[config.mk]
export PLATFORM = sky130hd
export DESIGN_NAME = audio_port_xbar
export DESIGN_NICKNAME = d
export VERILOG_FILES = /design/src/rtl/apx_pkg.sv /design/src/rtl/apx_cfg_regs.sv /design/src/rtl/apx_port_route.sv /design/src/rtl/apx_ctl_route.sv /design/src/rtl/audio_port_xbar.sv
export SDC_FILE = /design/constraint.sdc
export NUM_CORES = 1
export LEC_CHECK = 0
export ABC_CLOCK_PERIOD_IN_PS = 1900
export BUFFER_PORTS_ARGS = -buffer_cell sky130_fd_sc_hd__buf_4
export CORE_ASPECT_RATIO = 1.5
export CORE_UTILIZATION = 30
export DETAILED_ROUTE_END_ITERATION = 8
export PLACE_DENSITY_LB_ADDON = 0.25
export REMOVE_ABC_BUFFERS = 1
export SLEW_MARGIN = 30
export SYNTH_ARGS = -nofsm -noshare
export SYNTH_HDL_FRONTEND = slang
export SYNTH_SLANG_ARGS = --single-unit
[constraint.sdc]
create_clock -name clk -period 1.9 [get_ports clk]
set_clock_uncertainty 0.05 [all_clocks]
set_input_delay 0 -clock clk [delete_from_list [all_inputs] [get_ports clk]]
set_output_delay 0 -clock clk [all_outputs]
set_load 0.01 [all_outputs]
[src/rtl/apx_pkg.sv]
// Shared field layout and types of the audio port crossbar.
// Assumes 32-bit registers, and at most 16 ports and 16 controllers.
package apx_pkg;
    localparam int REG_W         = 32;
    localparam int SRC_W         = 5;
    localparam int PSEL_W        = 4;
    localparam int PEER_BASE     = 16;
    localparam int PORT_REG_BASE = 'h00;
    localparam int CTL_REG_BASE  = 'h40;
    localparam int REG_STRIDE    = 4;
    localparam int BIT_MASTER    = 31;
    localparam int BIT_D1_RX     = 30;
    localparam int BIT_D2_RX     = 29;
    localparam int LSB_CLK_PORT  = 0;
    localparam int LSB_D1_PORT   = 24;
    localparam int LSB_D2_PORT   = 28;

    typedef struct packed {
        logic             master;
        logic             d1_rx;
        logic             d2_rx;
        logic [SRC_W-1:0] src;
    } port_cfg_t;

    typedef struct packed {
        logic [PSEL_W-1:0] d2_port;
        logic [PSEL_W-1:0] d1_port;
        logic [PSEL_W-1:0] clk_port;
    } ctl_cfg_t;

    // Extract the kept fields of a port register word.
    function automatic port_cfg_t port_from_word(input logic [REG_W-1:0] w);
        port_cfg_t r;
        r.master = w[BIT_MASTER];
        r.d1_rx  = w[BIT_D1_RX];
        r.d2_rx  = w[BIT_D2_RX];
        r.src    = w[SRC_W-1:0];
        return r;
    endfunction

    // Rebuild the readback word of a port register.
    function automatic logic [REG_W-1:0] port_to_word(input port_cfg_t c);
        logic [REG_W-1:0] w;
        w             = '0;
        w[BIT_MASTER] = c.master;
        w[BIT_D1_RX]  = c.d1_rx;
        w[BIT_D2_RX]  = c.d2_rx;
        w[SRC_W-1:0]  = c.src;
        return w;
    endfunction

    // Extract the kept fields of a controller register word.
    function automatic ctl_cfg_t ctl_from_word(input logic [REG_W-1:0] w);
        ctl_cfg_t r;
        r.clk_port = w[LSB_CLK_PORT +: PSEL_W];
        r.d1_port  = w[LSB_D1_PORT +: PSEL_W];
        r.d2_port  = w[LSB_D2_PORT +: PSEL_W];
        return r;
    endfunction

    // Rebuild the readback word of a controller register.
    function automatic logic [REG_W-1:0] ctl_to_word(input ctl_cfg_t c);
        logic [REG_W-1:0] w;
        w                         = '0;
        w[LSB_CLK_PORT +: PSEL_W] = c.clk_port;
        w[LSB_D1_PORT +: PSEL_W]  = c.d1_port;
        w[LSB_D2_PORT +: PSEL_W]  = c.d2_port;
        return w;
    endfunction
endpackage

[src/rtl/apx_cfg_regs.sv]
// Routing register file: one register per port and one per controller.
// Decodes word-aligned byte addresses. Unmapped or misaligned accesses read
// 0 and have no effect. Writes land on the capturing clock edge.
module apx_cfg_regs
    import apx_pkg::*;
#(
    parameter int N_PORT = 5,
    parameter int N_CTL  = 3,
    parameter int AW     = 7
) (
    input  logic                   clk,
    input  logic                   rst_n,
    input  logic                   cfg_we,
    input  logic [AW-1:0]          cfg_addr,
    input  logic [REG_W-1:0]       cfg_wdata,
    output port_cfg_t [N_PORT-1:0] port_cfg,
    output ctl_cfg_t  [N_CTL-1:0]  ctl_cfg,
    output logic [REG_W-1:0]       cfg_rdata
);
    function automatic logic [AW-1:0] port_addr(input int idx);
        return AW'(PORT_REG_BASE + REG_STRIDE * idx);
    endfunction

    function automatic logic [AW-1:0] ctl_addr(input int idx);
        return AW'(CTL_REG_BASE + REG_STRIDE * idx);
    endfunction

    // Capture register writes; clear everything on reset.
    always_ff @(posedge clk) begin
        if (!rst_n) begin
            port_cfg <= '0;
            ctl_cfg  <= '0;
        end else if (cfg_we) begin
            for (int p = 0; p < N_PORT; p++)
                if (cfg_addr == port_addr(p)) port_cfg[p] <= port_from_word(cfg_wdata);
            for (int c = 0; c < N_CTL; c++)
                if (cfg_addr == ctl_addr(c)) ctl_cfg[c] <= ctl_from_word(cfg_wdata);
        end
    end

    // Return the addressed register, or 0 when nothing matches.
    always_comb begin
        cfg_rdata = '0;
        for (int p = 0; p < N_PORT; p++)
            if (cfg_addr == port_addr(p)) cfg_rdata = port_to_word(port_cfg[p]);
        for (int c = 0; c < N_CTL; c++)
            if (cfg_addr == ctl_addr(c)) cfg_rdata = ctl_to_word(ctl_cfg[c]);
    end
endmodule

[src/rtl/apx_port_route.sv]
// Pad-side routing of one port: picks a controller or a peer port as the
// source and applies the master and pin-direction settings.
// Assumes codes below N_CTL are controllers, codes PEER_BASE+q are peers,
// and every other code is reserved and routes 0.
module apx_port_route
    import apx_pkg::*;
#(
    parameter int N_PORT = 5,
    parameter int N_CTL  = 3
) (
    input  port_cfg_t         cfg,
    input  logic [N_CTL-1:0]  ctl_bclk_tx,
    input  logic [N_CTL-1:0]  ctl_fs_tx,
    input  logic [N_CTL-1:0]  ctl_d1_tx,
    input  logic [N_CTL-1:0]  ctl_d2_tx,
    input  logic [N_PORT-1:0] pad_bclk_in,
    input  logic [N_PORT-1:0] pad_fs_in,
    input  logic [N_PORT-1:0] pad_d1_in,
    input  logic [N_PORT-1:0] pad_d2_in,
    output logic              bclk_out,
    output logic              fs_out,
    output logic              clk_oe,
    output logic              d1_out,
    output logic              d1_oe,
    output logic              d2_out,
    output logic              d2_oe
);
    logic src_bclk, src_fs, src_d1, src_d2, from_peer;

    // Gather the four lines of the selected source.
    always_comb begin
        src_bclk  = 1'b0;
        src_fs    = 1'b0;
        src_d1    = 1'b0;
        src_d2    = 1'b0;
        from_peer = 1'b0;
        for (int c = 0; c < N_CTL; c++) begin
            if (cfg.src == SRC_W'(c)) begin
                src_bclk = ctl_bclk_tx[c];
                src_fs   = ctl_fs_tx[c];
                src_d1   = ctl_d1_tx[c];
                src_d2   = ctl_d2_tx[c];
            end
        end
        for (int q = 0; q < N_PORT; q++) begin
            if (cfg.src == SRC_W'(PEER_BASE + q)) begin
                from_peer = 1'b1;
                src_bclk  = pad_bclk_in[q];
                src_fs    = pad_fs_in[q];
                src_d1    = pad_d1_in[q];
                src_d2    = pad_d2_in[q];
            end
        end
    end

    // Apply the master role and the pin directions to the pad drivers.
    always_comb begin
        clk_oe   = !(from_peer && cfg.master);
        bclk_out = clk_oe && src_bclk;
        fs_out   = clk_oe && src_fs;
        d1_oe    = !cfg.d1_rx;
        d1_out   = d1_oe && src_d1;
        d2_oe    = !cfg.d2_rx;
        d2_out   = d2_oe && src_d2;
    end
endmodule

[src/rtl/apx_ctl_route.sv]
// Controller-side routing: picks, independently, the port that feeds the
// controller's clock pair and each of its two receive lanes.
// Assumes port codes of N_PORT or above are reserved and route 0.
module apx_ctl_route
    import apx_pkg::*;
#(
    parameter int N_PORT = 5
) (
    input  ctl_cfg_t          cfg,
    input  logic [N_PORT-1:0] pad_bclk_in,
    input  logic [N_PORT-1:0] pad_fs_in,
    input  logic [N_PORT-1:0] pad_d1_in,
    input  logic [N_PORT-1:0] pad_d2_in,
    output logic              bclk_rx,
    output logic              fs_rx,
    output logic              d1_rx,
    output logic              d2_rx
);
    // Select each inward line from its own port code.
    always_comb begin
        bclk_rx = 1'b0;
        fs_rx   = 1'b0;
        d1_rx   = 1'b0;
        d2_rx   = 1'b0;
        for (int q = 0; q < N_PORT; q++) begin
            if (cfg.clk_port == PSEL_W'(q)) begin
                bclk_rx = pad_bclk_in[q];
                fs_rx   = pad_fs_in[q];
            end
            if (cfg.d1_port == PSEL_W'(q)) d1_rx = pad_d1_in[q];
            if (cfg.d2_port == PSEL_W'(q)) d2_rx = pad_d2_in[q];
        end
    end
endmodule

[src/rtl/audio_port_xbar.sv]
// Top level of the audio port crossbar: the register file, one pad-side
// router per port and one inward router per controller.
// Assumes all lines share the register clock domain and the pads are
// tri-stated outside this block using the enable outputs.
module audio_port_xbar
    import apx_pkg::*;
#(
    parameter int N_PORT = 5,
    parameter int N_CTL  = 3,
    parameter int AW     = 7
) (
    input  logic              clk,
    input  logic              rst_n,
    input  logic              cfg_we,
    input  logic [AW-1:0]     cfg_addr,
    input  logic [REG_W-1:0]  cfg_wdata,
    output logic [REG_W-1:0]  cfg_rdata,
    input  logic [N_CTL-1:0]  ctl_bclk_tx,
    input  logic [N_CTL-1:0]  ctl_fs_tx,
    input  logic [N_CTL-1:0]  ctl_d1_tx,
    input  logic [N_CTL-1:0]  ctl_d2_tx,
    output logic [N_CTL-1:0]  ctl_bclk_rx,
    output logic [N_CTL-1:0]  ctl_fs_rx,
    output logic [N_CTL-1:0]  ctl_d1_rx,
    output logic [N_CTL-1:0]  ctl_d2_rx,
    input  logic [N_PORT-1:0] pad_bclk_in,
    input  logic [N_PORT-1:0] pad_fs_in,
    input  logic [N_PORT-1:0] pad_d1_in,
    input  logic [N_PORT-1:0] pad_d2_in,
    output logic [N_PORT-1:0] pad_bclk_out,
    output logic [N_PORT-1:0] pad_fs_out,
    output logic [N_PORT-1:0] pad_clk_oe,
    output logic [N_PORT-1:0] pad_d1_out,
    output logic [N_PORT-1:0] pad_d1_oe,
    output logic [N_PORT-1:0] pad_d2_out,
    output logic [N_PORT-1:0] pad_d2_oe
);
    port_cfg_t [N_PORT-1:0] port_cfg;
    ctl_cfg_t  [N_CTL-1:0]  ctl_cfg;

    apx_cfg_regs #(.N_PORT(N_PORT), .N_CTL(N_CTL), .AW(AW)) u_regs (
        .clk       (clk),
        .rst_n     (rst_n),
        .cfg_we    (cfg_we),
        .cfg_addr  (cfg_addr),
        .cfg_wdata (cfg_wdata),
        .port_cfg  (port_cfg),
        .ctl_cfg   (ctl_cfg),
        .cfg_rdata (cfg_rdata)
    );

    for (genvar p = 0; p < N_PORT; p++) begin : g_port
        apx_port_route #(.N_PORT(N_PORT), .N_CTL(N_CTL)) u_route (
            .cfg         (port_cfg[p]),
            .ctl_bclk_tx (ctl_bclk_tx),
            .ctl_fs_tx   (ctl_fs_tx),
            .ctl_d1_tx   (ctl_d1_tx),
            .ctl_d2_tx   (ctl_d2_tx),
            .pad_bclk_in (pad_bclk_in),
            .pad_fs_in   (pad_fs_in),
            .pad_d1_in   (pad_d1_in),
            .pad_d2_in   (pad_d2_in),
            .bclk_out    (pad_bclk_out[p]),
            .fs_out      (pad_fs_out[p]),
            .clk_oe      (pad_clk_oe[p]),
            .d1_out      (pad_d1_out[p]),
            .d1_oe       (pad_d1_oe[p]),
            .d2_out      (pad_d2_out[p]),
            .d2_oe       (pad_d2_oe[p])
        );
    end

    for (genvar c = 0; c < N_CTL; c++) begin : g_ctl
        apx_ctl_route #(.N_PORT(N_PORT)) u_route (
            .cfg         (ctl_cfg[c]),
            .pad_bclk_in (pad_bclk_in),
            .pad_fs_in   (pad_fs_in),
            .pad_d1_in   (pad_d1_in),
            .pad_d2_in   (pad_d2_in),
            .bclk_rx     (ctl_bclk_rx[c]),
            .fs_rx       (ctl_fs_rx[c]),
            .d1_rx       (ctl_d1_rx[c]),
            .d2_rx       (ctl_d2_rx[c])
        );
    end
endmodule

==> flow_summary.rst <==
.. list-table::
   :header-rows: 1

   * - Metric
     - Value
   * - Endpoint of the worst setup timing path
     - pad_d1_out[1]
   * - Data arrival time of the critical path
     - about 1.8 ns
   * - Cell at the root of the clock tree
     - sky130_fd_sc_hd__clkbuf_16
   * - Dominant synthesized flop cell
     - sky130_fd_sc_hd__dfxtp_1
   * - Critical path class
     - flip-flop to output pin
   * - First-pass GRT wire length
     - between 30000 and 40000 um
   * - Overall fraction of global-route tracks in use
     - around 23%
   * - Count of pins over their slew limit
     - 0
   * - Placeable core region
     - 0.0210 mm^2
   * - Upper clock frequency limit
     - 535 MHz
   * - RSZ-0062 raised after global routing
     - yes
   * - Reported max-cap violation count
     - 0
   * - Most common cell after layout, fill and taps aside
     - sky130_fd_sc_hd__buf_4
   * - Cell with the biggest individual delay on the critical path
     - sky130_fd_sc_hd__or3_1
   * - Design Area, Final
     - between 0.007 and 0.008 mm^2
   * - P_leak
     - ~2.8 nW
   * - Stage delay of the slowest cell on the critical path
     - around 0.40 ns
   * - Effective utilization at floorplan
     - between 30% and 40%
   * - NumNets Final
     - roughly 1000
   * - Fraction of final layout cells sized beyond drive strength 1
     - 27.9%
   * - Overall die area
     - between 0.02 and 0.025 mm^2
   * - Diodes inserted
     - 0
   * - Area added between synthesis and finish
     - 24.5%
   * - VDD IR max
     - just under 400 uV
   * - R2R depth
     - 4
   * - Hold Vio Cnt, Final
     - 0
   * - Routed via count divided by cell count
     - 5.56
   * - Post-layout min period
     - 1.87 ns
   * - Endpoint kind of the worst setup timing path
     - output pin
   * - Vias in the first global route
     - 6380
   * - Cell area after synthesis
     - between 0.006 and 0.007 mm^2
   * - Final Util
     - a little under two fifths
   * - Number of flops mapped to enable cells by yosys
     - 0
   * - Total number of vias
     - ~6800
   * - Final cell count without fillers
     - about 1200
   * - Post-layout total power
     - around 4.1 mW
   * - DP Cell Count
     - 1178
   * - Mean post-synth cell area
     - roughly 7.4 um^2
   * - Terminus of the critical flop-to-flop path
     - u_regs.port_cfg[32]
   * - Synth unique cells
     - 60
   * - CTS H-tree lvls
     - 3
   * - Length of the first detailed-routing pass in iterations
     - 7
   * - Worst-Skew Late Latency
     - roughly 0.34 ns
   * - Total wire length
     - 25300 um
   * - Crit Path Max Fanout
     - 13
   * - Reg2Reg Launch Point
     - u_regs.port_cfg[32]
   * - Fraction of registers with async set or reset after synthesis
     - 0%
   * - Register-to-Register Setup Slack
     - 0.84 ns
   * - Class of the tightest hold or removal check
     - input pin to flip-flop
   * - Clock transition time at the flip-flop clock pins of the worst setup and hold paths
     - ~0.06 ns
   * - Height of the chip
     - between 150 and 200 um
   * - Congestion Overflow GR
     - 0
   * - Number of antenna-violating nets in the routed design
     - 0
   * - Total clock sinks
     - between 70 and 80
   * - Count of boundary I/O pins
     - roughly 150
   * - Register area share after synthesis
     - a little under a quarter
   * - Endpoints failing setup
     - 0
   * - Result of the run
     - completed
   * - Ratio of total power to cell area
     - 514 mW/mm^2
   * - Floorplan die width
     - 121 um
   * - Post-Route Setup TNS
     - 0 ns
   * - Share of the clock period used by the worst path after layout
     - between 90 and 100%
   * - Cell Chain, Critical Path
     - buf_4 -> or3_1 -> o221ai_1 -> o221a_2 -> buf_4
   * - Data required time at the worst endpoint
     - about 1.9 ns
   * - Cell with the most instances on the worst path
     - sky130_fd_sc_hd__buf_4
   * - Rows
     - between 60 and 70
   * - Initial antenna violation count
     - 0
   * - Number of buffers inserted during clock tree synthesis
     - 9
   * - Number of port buffers
     - 114
   * - Iter 0 DRT Violations
     - between 400 and 500
   * - Startpoint kind of the worst setup timing path
     - flip-flop
   * - Post-detailed-placement half-perimeter wirelength
     - about 19000 um
   * - Max Root-Sink Buffers
     - 2
   * - TritonCTS clock tree
     - built
   * - Final Wtd Congestion
     - 0.928
   * - Maximum number of pins on one net before global-route repair
     - between 40 and 50
   * - Final routed DRC violation total
     - 0
   * - Timing startpoint of the critical path
     - u_regs.port_cfg[12]
   * - Number of storage elements in the synthesis netlist
     - 76
   * - Cell area reported after detailed placement
     - 0.00732 mm^2
   * - Count of warnings emitted by yosys
     - 0
   * - Commonest cells after routing, fill and taps aside
     - 175 x sky130_fd_sc_hd__buf_4, 85 x sky130_fd_sc_hd__nand3_1, 81 x sky130_fd_sc_hd__o21ai_0, 72 x sky130_fd_sc_hd__nand2_1, 63 x sky130_fd_sc_hd__dfxtp_1
   * - Routed length per instance
     - ~21 um
   * - Synthesized instance count
     - 857
[worst min path at each step]
stage | from | end | slack (ns) | cells past startpoint
6_report | rst_n | u_regs.ctl_cfg[25] | 0.09 | 2
5_1_grt | rst_n | u_regs.ctl_cfg[30] | 0.1 | 2
4_1_cts | rst_n | u_regs.ctl_cfg[25] | 0.09 | 2
3_5_place_dp | cfg_wdata[2] | u_regs.ctl_cfg[26] | 0.23 | 3
3_3_place_gp | cfg_wdata[27] | u_regs.ctl_cfg[31] | 0.22 | 3
2_1_floorplan | pad_d2_in[4] | pad_d2_out[4] | 0.07 | 2
[worst max-delay path, delay by kind of cell (launching register included)]
kind	cells	cell delay [ns]
buf+inv	2	0.30
compound gates	2	0.49
simple gates	1	0.40
flops	1	0.30
[cells in the mapped netlist (15+ instances only)]
cell type,instances,area (um^2)
sky130_fd_sc_hd__clkbuf_1,51,191
sky130_fd_sc_hd__nor2b_1,17,106
sky130_fd_sc_hd__nand3b_1,15,113
sky130_fd_sc_hd__nand2b_1,18,113
sky130_fd_sc_hd__nand3_1,85,425
sky130_fd_sc_hd__o2bb2ai_1,17,149
sky130_fd_sc_hd__mux4_2,15,338
sky130_fd_sc_hd__mux2i_1,39,390
sky130_fd_sc_hd__dfxtp_1,76,1520
sky130_fd_sc_hd__buf_4,67,503
sky130_fd_sc_hd__a21oi_1,38,190
sky130_fd_sc_hd__nand2_1,72,270
sky130_fd_sc_hd__nor2_1,58,218
sky130_fd_sc_hd__inv_1,27,101
sky130_fd_sc_hd__o21ai_0,82,410
sky130_fd_sc_hd__a21boi_0,21,158
[per-layer routing]
metal  track usage (%)  vias up  wire length (um)
met4              12.4        0              1160
li1                  -     3201                 -
met5                 0        -                 0
met1              27.5     3220             10300
met3              2.75       65              1350
met2              39.3      268             12500
[power breakdown]
group	switching, mW	internal [mW]
registers	0.00539	1.59
logic	0.413	0.284
clock network	0.672	1.12
[registers in the layout (all words and copies together) (netlist names)]
signal / flops
u_regs.ctl_cfg: 36
u_regs.port_cfg: 40
[what timing repair did]
item,CTS,global route
setup endpoints to repair,17,19
endpoints found under the hold margin,31,0
hold buffers,15,0
pin swaps,1,12
gates cloned,0,0
gates resized for setup,16,27
buffers inserted,0,7
[area by class of cell]
type | count | area, um^2
clock buffers | 12 | 267
clock inverters | 3 | 43.8
fillers | 2268 | 13000
inverters | 27 | 101
multi-input cells | 636 | 4120
flip-flops and latches | 76 | 1560
well taps | 268 | 335
repair buffers | 193 | 1520
[through the flow]
step	worst slack, ns	hold WS (ns)
finish	0.0293	0.0896
global route	-0.0459	0.0957
CTS	0.00823	0.0856
detailed placement	0.148	0.230
global placement	0.163	0.224
floorplan	0.141	0.0717
[cell families after synthesis]
kind of cell | Yosys count | share of synthesized area, %
simple gates | 311 | 24.5
compound gates | 242 | 24.7
buf+inv | 163 | 13.7
flops | 76 | 23.8
mux | 64 | 13.2
other cells | 1 | 0.0588
(Power assumes the default switching activity.)
